==> config.mk <==
export PLATFORM = sky130hd
export DESIGN_NAME = bitfield_unit
export DESIGN_NICKNAME = d
export VERILOG_FILES = /design/src/rtl/bfu_pkg.sv /design/src/rtl/bfu_extract.sv /design/src/rtl/bfu_mask.sv /design/src/rtl/bfu_out_stage.sv /design/src/rtl/bitfield_unit.sv
export SDC_FILE = /design/constraint.sdc
export NUM_CORES = 1
export LEC_CHECK = 0
export ABC_AREA = 1
export BUFFER_PORTS_ARGS = -buffer_cell sky130_fd_sc_hd__buf_4
export CAP_MARGIN = 5
export CORE_ASPECT_RATIO = 1.5
export CORE_UTILIZATION = 55
export DETAILED_ROUTE_END_ITERATION = 7
export PLACE_DENSITY = 0.78
export SYNTH_ARGS = -nofsm -noshare
export SYNTH_HDL_FRONTEND = slang
export SYNTH_SLANG_ARGS = --single-unit
==> constraint.sdc <==
create_clock -name clk -period 1.9 [get_ports clk]
set_input_delay 0.475 -clock clk [delete_from_list [all_inputs] [get_ports clk]]
set_output_delay 0.475 -clock clk [all_outputs]
set_load 0.02 [all_outputs]
==> src/rtl/bfu_pkg.sv <==
package bfu_pkg;

  typedef enum logic [1:0] {
    BF_UEXT = 2'd0,
    BF_SEXT = 2'd1,
    BF_MASK = 2'd2,
    BF_RSVD = 2'd3
  } bf_op_e;

endpackage

==> src/rtl/bfu_extract.sv <==
// Field extraction for the unsigned and signed forms.
module bfu_extract #(
  parameter int DATA_W  = 64,
  parameter int CTRL_W  = 32,
  parameter int LEN_LSB = 16,
  parameter int LEN_W   = 7
) (
  input  logic [DATA_W-1:0] src,
  input  logic [CTRL_W-1:0] ctrl,
  input  logic              is_signed,
  input  logic              wide,
  output logic [DATA_W-1:0] value
);
  localparam int HALF  = DATA_W / 2;
  localparam int OFF_W = $clog2(DATA_W);
  localparam int SUM_W = LEN_W + 1;

  logic [OFF_W-1:0]  off;
  logic [LEN_W-1:0]  len;
  logic [SUM_W-1:0]  reach;
  logic [SUM_W-1:0]  limit;
  logic [DATA_W-1:0] widened;
  logic [DATA_W-1:0] shifted;
  logic [DATA_W-1:0] keep;
  logic              top_bit;

  always_comb begin
    off   = wide ? ctrl[OFF_W-1:0] : {1'b0, ctrl[OFF_W-2:0]};
    len   = ctrl[LEN_LSB +: LEN_W];
    reach = SUM_W'(off) + SUM_W'(len);
    limit = wide ? SUM_W'(DATA_W) : SUM_W'(HALF);

    // Narrow words are first widened so one shifter covers both sizes.
    if (wide)
      widened = src;
    else if (is_signed)
      widened = {{HALF{src[HALF-1]}}, src[HALF-1:0]};
    else
      widened = {{HALF{1'b0}}, src[HALF-1:0]};

    if (is_signed)
      shifted = DATA_W'($signed(widened) >>> off);
    else
      shifted = widened >> off;

    keep    = '0;
    top_bit = 1'b0;
    for (int i = 0; i < DATA_W; i++) begin
      keep[i] = (i < int'(len));
      if (i + 1 == int'(len)) top_bit = shifted[i];
    end

    if (len == '0)
      value = '0;
    else if (reach < limit)
      value = (shifted & keep) | ((is_signed && top_bit) ? ~keep : '0);
    else
      value = shifted;

    if (!wide) value[DATA_W-1:HALF] = '0;
  end
endmodule

==> src/rtl/bfu_mask.sv <==
// Contiguous mask builder: run length from one operand, start bit from the other.
module bfu_mask #(
  parameter int DATA_W = 64,
  parameter int CTRL_W = 32
) (
  input  logic [DATA_W-1:0] len_src,
  input  logic [CTRL_W-1:0] pos_src,
  input  logic              wide,
  output logic [DATA_W-1:0] value
);
  localparam int HALF  = DATA_W / 2;
  localparam int OFF_W = $clog2(DATA_W);

  logic [OFF_W-1:0]  run_len;
  logic [OFF_W-1:0]  start;
  logic [DATA_W-1:0] ones;

  always_comb begin
    run_len = wide ? len_src[OFF_W-1:0] : {1'b0, len_src[OFF_W-2:0]};
    start   = wide ? pos_src[OFF_W-1:0] : {1'b0, pos_src[OFF_W-2:0]};
    ones    = '0;
    for (int i = 0; i < DATA_W; i++) ones[i] = (i < int'(run_len));
    value = ones << start;
    if (!wide) value[DATA_W-1:HALF] = '0;
  end
endmodule

==> src/rtl/bfu_out_stage.sv <==
// Single-entry output register with valid/ready on both sides.
module bfu_out_stage #(
  parameter int DATA_W = 64
) (
  input  logic              clk,
  input  logic              rst_n,
  input  logic              in_valid,
  output logic              in_ready,
  input  logic [DATA_W-1:0] nxt_value,
  input  logic              nxt_flag,
  input  logic              nxt_we,
  output logic              out_valid,
  input  logic              out_ready,
  output logic [DATA_W-1:0] value_q,
  output logic              flag_q,
  output logic              we_q
);
  logic take;

  assign in_ready = !out_valid || out_ready;
  assign take     = in_valid && in_ready;

  always_ff @(posedge clk or negedge rst_n) begin
    if (!rst_n) begin
      out_valid <= 1'b0;
      value_q   <= '0;
      flag_q    <= 1'b0;
      we_q      <= 1'b0;
    end else begin
      if (take) begin
        out_valid <= 1'b1;
        value_q   <= nxt_value;
        flag_q    <= nxt_flag;
        we_q      <= nxt_we;
      end else if (out_ready) begin
        out_valid <= 1'b0;
      end
    end
  end
endmodule

==> src/rtl/bitfield_unit.sv <==
module bitfield_unit #(
  parameter int DATA_W  = 64,
  parameter int CTRL_W  = 32,
  parameter int LEN_LSB = 16,
  parameter int LEN_W   = 7
) (
  input  logic              clk,
  input  logic              rst_n,
  input  logic              in_valid,
  output logic              in_ready,
  input  logic [1:0]        op,
  input  logic              wide,
  input  logic [DATA_W-1:0] src_a,
  input  logic [CTRL_W-1:0] src_b,
  output logic              out_valid,
  input  logic              out_ready,
  output logic [DATA_W-1:0] result,
  output logic              flag_out,
  output logic              flag_we
);
  import bfu_pkg::*;

  bf_op_e            op_sel;
  logic [DATA_W-1:0] ext_value;
  logic [DATA_W-1:0] mask_value;
  logic [DATA_W-1:0] nxt_value;
  logic              nxt_flag;
  logic              nxt_we;

  assign op_sel = bf_op_e'(op);

  bfu_extract #(
    .DATA_W(DATA_W), .CTRL_W(CTRL_W), .LEN_LSB(LEN_LSB), .LEN_W(LEN_W)
  ) u_extract (
    .src       (src_a),
    .ctrl      (src_b),
    .is_signed (op_sel == BF_SEXT),
    .wide      (wide),
    .value     (ext_value)
  );

  bfu_mask #(.DATA_W(DATA_W), .CTRL_W(CTRL_W)) u_mask (
    .len_src (src_a),
    .pos_src (src_b),
    .wide    (wide),
    .value   (mask_value)
  );

  always_comb begin
    unique case (op_sel)
      BF_UEXT, BF_SEXT: begin
        nxt_value = ext_value;
        nxt_flag  = |ext_value;
        nxt_we    = 1'b1;
      end
      BF_MASK: begin
        nxt_value = mask_value;
        nxt_flag  = 1'b0;
        nxt_we    = 1'b0;
      end
      default: begin
        nxt_value = '0;
        nxt_flag  = 1'b0;
        nxt_we    = 1'b0;
      end
    endcase
  end

  bfu_out_stage #(.DATA_W(DATA_W)) u_out (
    .clk       (clk),
    .rst_n     (rst_n),
    .in_valid  (in_valid),
    .in_ready  (in_ready),
    .nxt_value (nxt_value),
    .nxt_flag  (nxt_flag),
    .nxt_we    (nxt_we),
    .out_valid (out_valid),
    .out_ready (out_ready),
    .value_q   (result),
    .flag_q    (flag_out),
    .we_q      (flag_we)
  );
endmodule

==> metrics.txt, run 1 <==
# TYPE chip_impl_metric gauge
chip_impl_metric{name="synth_largest_type_area_fraction",unit="%"} 22.7
chip_impl_info{name="status",value="did not finish"} 1
chip_impl_metric{name="synth-edff-count",unit=""} 0
chip_impl_info{name="stop_error",value="[ERROR GRT-0116] Global routing finished with congestion. Check the congestion regions in the DRC Viewer."} 1
chip_impl_metric{name="clock_sinks",unit=""} 67
chip_impl_info{name="clockRootBuffer",value="clkbuf_16"} 1
chip_impl_metric{name="synth.distinct_cells",unit=""} 53
chip_impl_metric{name="cts.path.max_buffers",unit=""} 2
chip_impl_metric{name="synth_xor_xnor_area_share",unit="%"} 0.121
chip_impl_metric{name="synth.net_count",unit=""} 2940
chip_impl_metric{name="floorplan.io_pins",unit=""} 171
chip_impl_metric{name="die_h",unit="µm"} 201
chip_impl_info{name="netlist_top_cells_count",value="874 x nand2_1, 355 x o21ai_0, 309 x nand3_1"} 1
chip_impl_info{name="most_used_flip_flop_cell_after_synthesis",value="dfrtp_1"} 1
chip_impl_info{name="yosysMostFrequentCell",value="nand2_1"} 1
chip_impl_metric{name="synth_adder_area_share",unit="%"} 0.519
chip_impl_info{name="ys_top_cells_by_area",value="nand2_1 23%, o21ai_0 12%, dfrtp_1 12%"} 1
chip_impl_metric{name="routabilityCongestion",unit=""} 1.23
chip_impl_metric{name="avgSynthCellArea",unit="µm²"} 5.11
chip_impl_metric{name="tritoncts.num_buffers",unit=""} 9
chip_impl_metric{name="fp.dieW",unit="µm"} 134
chip_impl_metric{name="synthesized_area_fraction_occupied_by_and_or_nand_nor_cells",unit="%"} 44.7
chip_impl_metric{name="grt-ovfl-total",unit=""} 520
chip_impl_metric{name="ys_seq_elements",unit=""} 67
chip_impl_metric{name="synth_cells",unit=""} 2831
chip_impl_metric{name="yosys_warnings",unit=""} 0
chip_impl_info{name="outcome.stop_stage",value="5_1_grt"} 1
chip_impl_metric{name="core.rowCount",unit=""} 72
chip_impl_metric{name="post_cts_hold_buffer_count",unit=""} 0
chip_impl_metric{name="synth-compound-area-share",unit="%"} 28.5
chip_impl_metric{name="io_buffer_count",unit=""} 151
chip_impl_metric{name="global_route_wire_length_before_repair",unit="µm"} 155000
chip_impl_metric{name="dp_hpwl",unit="µm"} 60500
chip_impl_info{name="synth_largest_area_cell",value="nand2_1"} 1
chip_impl_info{name="dominant_combinational_cell_family_by_area_after_synthesis",value="simple AND/OR/NAND/NOR gates"} 1
chip_impl_metric{name="synthArstFlopShare",unit="%"} 100
chip_impl_metric{name="grt.total_usage",unit="%"} 74.0
chip_impl_metric{name="first_global_vias",unit=""} 27300
chip_impl_metric{name="initial_utilization",unit="%"} 56.0
chip_impl_metric{name="synth_sequential_area_ratio",unit="%"} 11.6
chip_impl_metric{name="syn_std_cell_area",unit="µm²"} 14500
chip_impl_metric{name="synth_mux_area_share",unit="%"} 2.63
chip_impl_metric{name="clock_tree.htree_level_count",unit=""} 3
chip_impl_metric{name="grt_max_degree",unit=""} 70
## cells by family after synthesis
kind of cell	Yosys count
flops	67
buf+inv	441
simple gates	1557
xor+xnor	2
fa+ha+maj	6
mux	38
compound gates	720
## per-stage QoR
step                      instances  instance area, µm²  hold WS [ns]  setup WS (ns)  utilization [%]
after CTS                      3889               21900         0.151          -4.02             84.6
after detailed placement       3834               20900         0.479          -4.40             80.9
after global placement         3834               20900         0.465          -4.23             80.9
after floorplan                2831               14700         0.179          -3.12                -
## routing by layer
metal	GRT overflow	global-route usage, %
met1	3	71.6
met2	331	95.2
met3	1	51.7
met4	185	81.4
met5	0	20.6
## repair_timing
action	CTS
cloned	5
pin swaps	14
setup endpoints to repair	65
resized for setup	74
setup buffers	34
==> inputs of run 2 (changes only) <==
- CORE_ASPECT_RATIO: 1.5 -> not set
- CORE_UTILIZATION: 55 -> 40
- PLACE_DENSITY: 0.78 -> not set
- PLACE_DENSITY_LB_ADDON: not set -> 0.15
==> run 2 against run 1 <==
Net effect:
- the flow now finishes, with violations (DRC, setup timing)
- area after synthesis unchanged
- synthesized cell count unchanged
==> metrics.txt, run 2 <==
# TYPE chip_impl_metric gauge
chip_impl_metric{name="synth-edff-count",unit=""} 0
chip_impl_metric{name="design_area",unit="µm²"} 24400
chip_impl_metric{name="dr.pass1.iters",unit=""} 8
chip_impl_metric{name="clock_tree.htree_level_count",unit=""} 3
chip_impl_metric{name="max_capacitance_violation_total",unit=""} 0
chip_impl_metric{name="n_fill_cell",unit=""} 3125
chip_impl_metric{name="post_cts_hold_buffer_count",unit=""} 0
chip_impl_metric{name="worst-r2r-cell-count",unit=""} 6
chip_impl_metric{name="synth.distinct_cells",unit=""} 53
chip_impl_metric{name="initial_utilization",unit="%"} 40.7
chip_impl_metric{name="report.final.setup_viol",unit=""} 65
chip_impl_info{name="r2r_end",value="u_out.value_q[37]"} 1
chip_impl_info{name="synth_largest_area_cell",value="nand2_1"} 1
chip_impl_metric{name="antenna_left",unit=""} 0
chip_impl_info{name="start_kind",value="input pin"} 1
chip_impl_metric{name="post_synthesis_to_final_layout_area_growth",unit="%"} 68.4
chip_impl_metric{name="timing_max_transition_violations_final",unit=""} 0
chip_impl_metric{name="detailed_place.area",unit="µm²"} 21600
chip_impl_metric{name="max_freq",unit="GHz"} 0.164
chip_impl_metric{name="setup_slack",unit="ns"} -4.20
chip_impl_metric{name="first_iter_violations",unit=""} 2981
chip_impl_metric{name="dp_worst_setup_slack",unit="ns"} -4.39
chip_impl_metric{name="synth_largest_type_area_fraction",unit="%"} 22.7
chip_impl_metric{name="syn_std_cell_area",unit="µm²"} 14500
chip_impl_metric{name="power.static_leakage",unit="µW"} 0.0120
chip_impl_info{name="yosysMostFrequentCell",value="nand2_1"} 1
chip_impl_metric{name="global_route_wire_length_before_repair",unit="µm"} 124000
chip_impl_metric{name="core_region_area",unit="µm²"} 35600
chip_impl_metric{name="hold_violations",unit=""} 0
chip_impl_metric{name="ys_seq_elements",unit=""} 67
chip_impl_info{name="crit_start",value="op[0]"} 1
chip_impl_info{name="layout.cells.most_common_list",value="928 x buf_4, 747 x nand2_1, 325 x o21ai_0"} 1
chip_impl_metric{name="cts.reportedPaths.clkPinSlew",unit="ns"} 0.06
chip_impl_metric{name="floorplan.io_pins",unit=""} 171
chip_impl_metric{name="routedWlPerCell",unit="µm"} 21.1
chip_impl_info{name="tritoncts_clock_tree",value="built"} 1
chip_impl_info{name="critPathMostFrequentCell",value="nand2_1"} 1
chip_impl_info{name="clockRootBuffer",value="clkbuf_16"} 1
chip_impl_info{name="crit_path_end",value="u_out.flag_q"} 1
chip_impl_info{name="most_used_flip_flop_cell_after_synthesis",value="dfrtp_1"} 1
chip_impl_metric{name="postLayoutCoreUtil",unit="%"} 68.5
chip_impl_info{name="failed_checks",value="DRC, setup timing"} 1
chip_impl_metric{name="initial_antenna_violation_count",unit=""} 2
chip_impl_metric{name="fp.dieW",unit="µm"} 192
chip_impl_info{name="worstSetupPathType",value="in2reg"} 1
chip_impl_metric{name="power_per_cell_area",unit="nW/µm²"} 489
chip_impl_metric{name="cts.path.max_buffers",unit=""} 2
chip_impl_metric{name="clkLatencyLatePin",unit="ns"} 0.33
chip_impl_metric{name="dp_hpwl",unit="µm"} 65200
chip_impl_metric{name="ff2ff_setup_slack",unit="ns"} -0.01
chip_impl_metric{name="final_period_minus_worst_setup_slack",unit="ns"} 6.10
chip_impl_metric{name="stdcell_count",unit=""} 4104
chip_impl_metric{name="grt.total_usage",unit="%"} 43.5
chip_impl_metric{name="synth_sequential_area_ratio",unit="%"} 11.6
chip_impl_metric{name="skew_final",unit="ns"} 0.00590
chip_impl_metric{name="grt-ovfl-total",unit=""} 0
chip_impl_metric{name="critical_path_arrival",unit="ns"} 6.32
chip_impl_metric{name="placed_cells_incl_taps",unit=""} 4033
chip_impl_metric{name="synthArstFlopShare",unit="%"} 100
chip_impl_metric{name="final_cycle_utilization_of_the_critical_path",unit="%"} 321
chip_impl_metric{name="die_h",unit="µm"} 192
chip_impl_metric{name="io_buffer_count",unit=""} 151
chip_impl_metric{name="routabilityCongestion",unit=""} 1.10
chip_impl_info{name="ys_top_cells_by_area",value="nand2_1 23%, o21ai_0 12%, dfrtp_1 12%"} 1
chip_impl_metric{name="core.rowCount",unit=""} 69
chip_impl_metric{name="layout-drive-gt1-share",unit="%"} 37.6
chip_impl_info{name="setup_repair_after_global_routing_missed_its_margin",value="true"} 1
chip_impl_metric{name="yosys_warnings",unit=""} 0
chip_impl_metric{name="max_ffs_per_register",unit=""} 64
chip_impl_metric{name="critical-path-max-stage-delay",unit="ns"} 0.33
chip_impl_metric{name="vias",unit=""} 24500
chip_impl_info{name="status",value="complete, but fails checks"} 1
chip_impl_metric{name="grt_max_degree",unit=""} 70
chip_impl_metric{name="path_max_fanout",unit=""} 8
chip_impl_metric{name="via_per_inst",unit=""} 5.97
chip_impl_metric{name="net_total_in_the_final_layout",unit=""} 3746
chip_impl_metric{name="worst_pin_slew",unit="ns"} 0.857
chip_impl_metric{name="avgSynthCellArea",unit="µm²"} 5.11
chip_impl_metric{name="synth.net_count",unit=""} 2940
chip_impl_info{name="most_common_library_cell_in_the_layout_ignoring_fill_and_taps",value="buf_4"} 1
chip_impl_metric{name="worst_slew_margin_rel",unit="%"} 42.6
chip_impl_metric{name="first_global_vias",unit=""} 22000
chip_impl_metric{name="die_area",unit="µm²"} 36900
chip_impl_metric{name="clock_sinks",unit=""} 67
chip_impl_info{name="netlist_top_cells_count",value="874 x nand2_1, 355 x o21ai_0, 309 x nand3_1"} 1
chip_impl_metric{name="tritoncts.num_buffers",unit=""} 9
chip_impl_metric{name="drc_errors",unit=""} 14
chip_impl_metric{name="synth_cells",unit=""} 2831
chip_impl_metric{name="max-vdd-ir-drop",unit="mV"} 0.863
chip_impl_metric{name="timing.critical_path.required",unit="ns"} 2.12
chip_impl_info{name="top_register",value="u_out.value_q"} 1
chip_impl_info{name="critPathCaptureType",value="flip-flop"} 1
chip_impl_info{name="timing.hold.worst.class",value="in2async"} 1
chip_impl_info{name="regToRegStartpoint",value="u_out.out_valid"} 1
chip_impl_metric{name="detail_route.wirelength",unit="µm"} 86600
chip_impl_info{name="crit_slowest_cell",value="or2_2"} 1
-- run 2: cell counts after synthesis --
No cell type changed its count.
-- run 2: per-layer routing --
| layer | wire length [µm] | vias up | global-route usage [%] |
|---|---|---|---|
| li1 | - | 11100 | - |
| met1 | 32800 | 11200 | 55.3 |
| met2 | 38500 | 1677 | 70.7 |
| met3 | 9170 | 464 | 7.03 |
| met4 | 6140 | 0 | 21.5 |
| met5 | 0 | - | 0 |
-- run 2: per-stage QoR --
stage	setup TNS [ns]	hold slack [ns]	total power, µW
detailed placement	-270.81	0.443	9000
CTS	-221.54	0.0984	10900
finish	-231.35	0.0789	11900
floorplan	-175.41	0.179	5130
global route	-272.31	0.120	12400
global placement	-265.83	0.435	8930
-- run 2: cells by family (layout without fill, tap and decap cells) --
kind of cell / Yosys count / count (layout) / share of synthesized area, %
AND/OR/NAND/NOR: 1557 / 1558 / 44.7
AO/OA/AOI/OAI: 720 / 720 / 28.5
buffers and inverters: 441 / 1250 / 11.9
flip-flops: 67 / 67 / 11.6
multiplexers: 38 / 38 / 2.63
adder cells (fa/ha/maj): 6 / 6 / 0.519
XOR/XNOR: 2 / 2 / 0.121
other: 0 / 2 / 0
-- run 2: worst max-delay path, delay by kind of cell --
kind	cells	cell delay, ns
AOI/OAI and AO/OA	4	0.55
buffers and inverters	6	0.80
and+or+nand+nor	59	4.47
-- run 2: where the power goes --
part / internal, µW / switching, µW
Clock: 998 / 625
Sequential: 1650 / 178
Combinational: 3640 / 4840
-- run 2: worst min-delay path by stage --
stage          start               end
4_1_cts        rst_n  u_out.value_q[5]
3_5_place_dp   rst_n  u_out.value_q[5]
2_1_floorplan  rst_n      u_out.flag_q
5_1_grt        rst_n  u_out.value_q[5]
6_report       rst_n  u_out.value_q[5]
3_3_place_gp   rst_n  u_out.value_q[7]
-- run 2: area by class of cell --
cell class / count / area, µm² / share of cell area [%]
Sequential cell: 67 / 1680 / 6.88
Timing Repair inverter: 1 / 8.76 / 0.0360
Multi-Input combinational cell: 2324 / 12800 / 52.5
Antenna cell: 2 / 5.00 / 0.0205
Tap cell: 461 / 577 / 2.37
Timing Repair Buffer: 1000 / 8120 / 33.3
Inverter: 234 / 911 / 3.74
Clock buffer: 9 / 225 / 0.924
Clock inverter: 6 / 57.6 / 0.236
-- run 2: repair_timing --
| action | in CTS | in global routing |
|---|---|---|
| setup buffers | 12 | 36 |
| endpoints found under the setup margin | 65 | 65 |
| gates cloned | 4 | 11 |
| resized for setup | 131 | 336 |
| pin swaps | 16 | 60 |
Note: power is estimated with default switching activity, not from simulation.
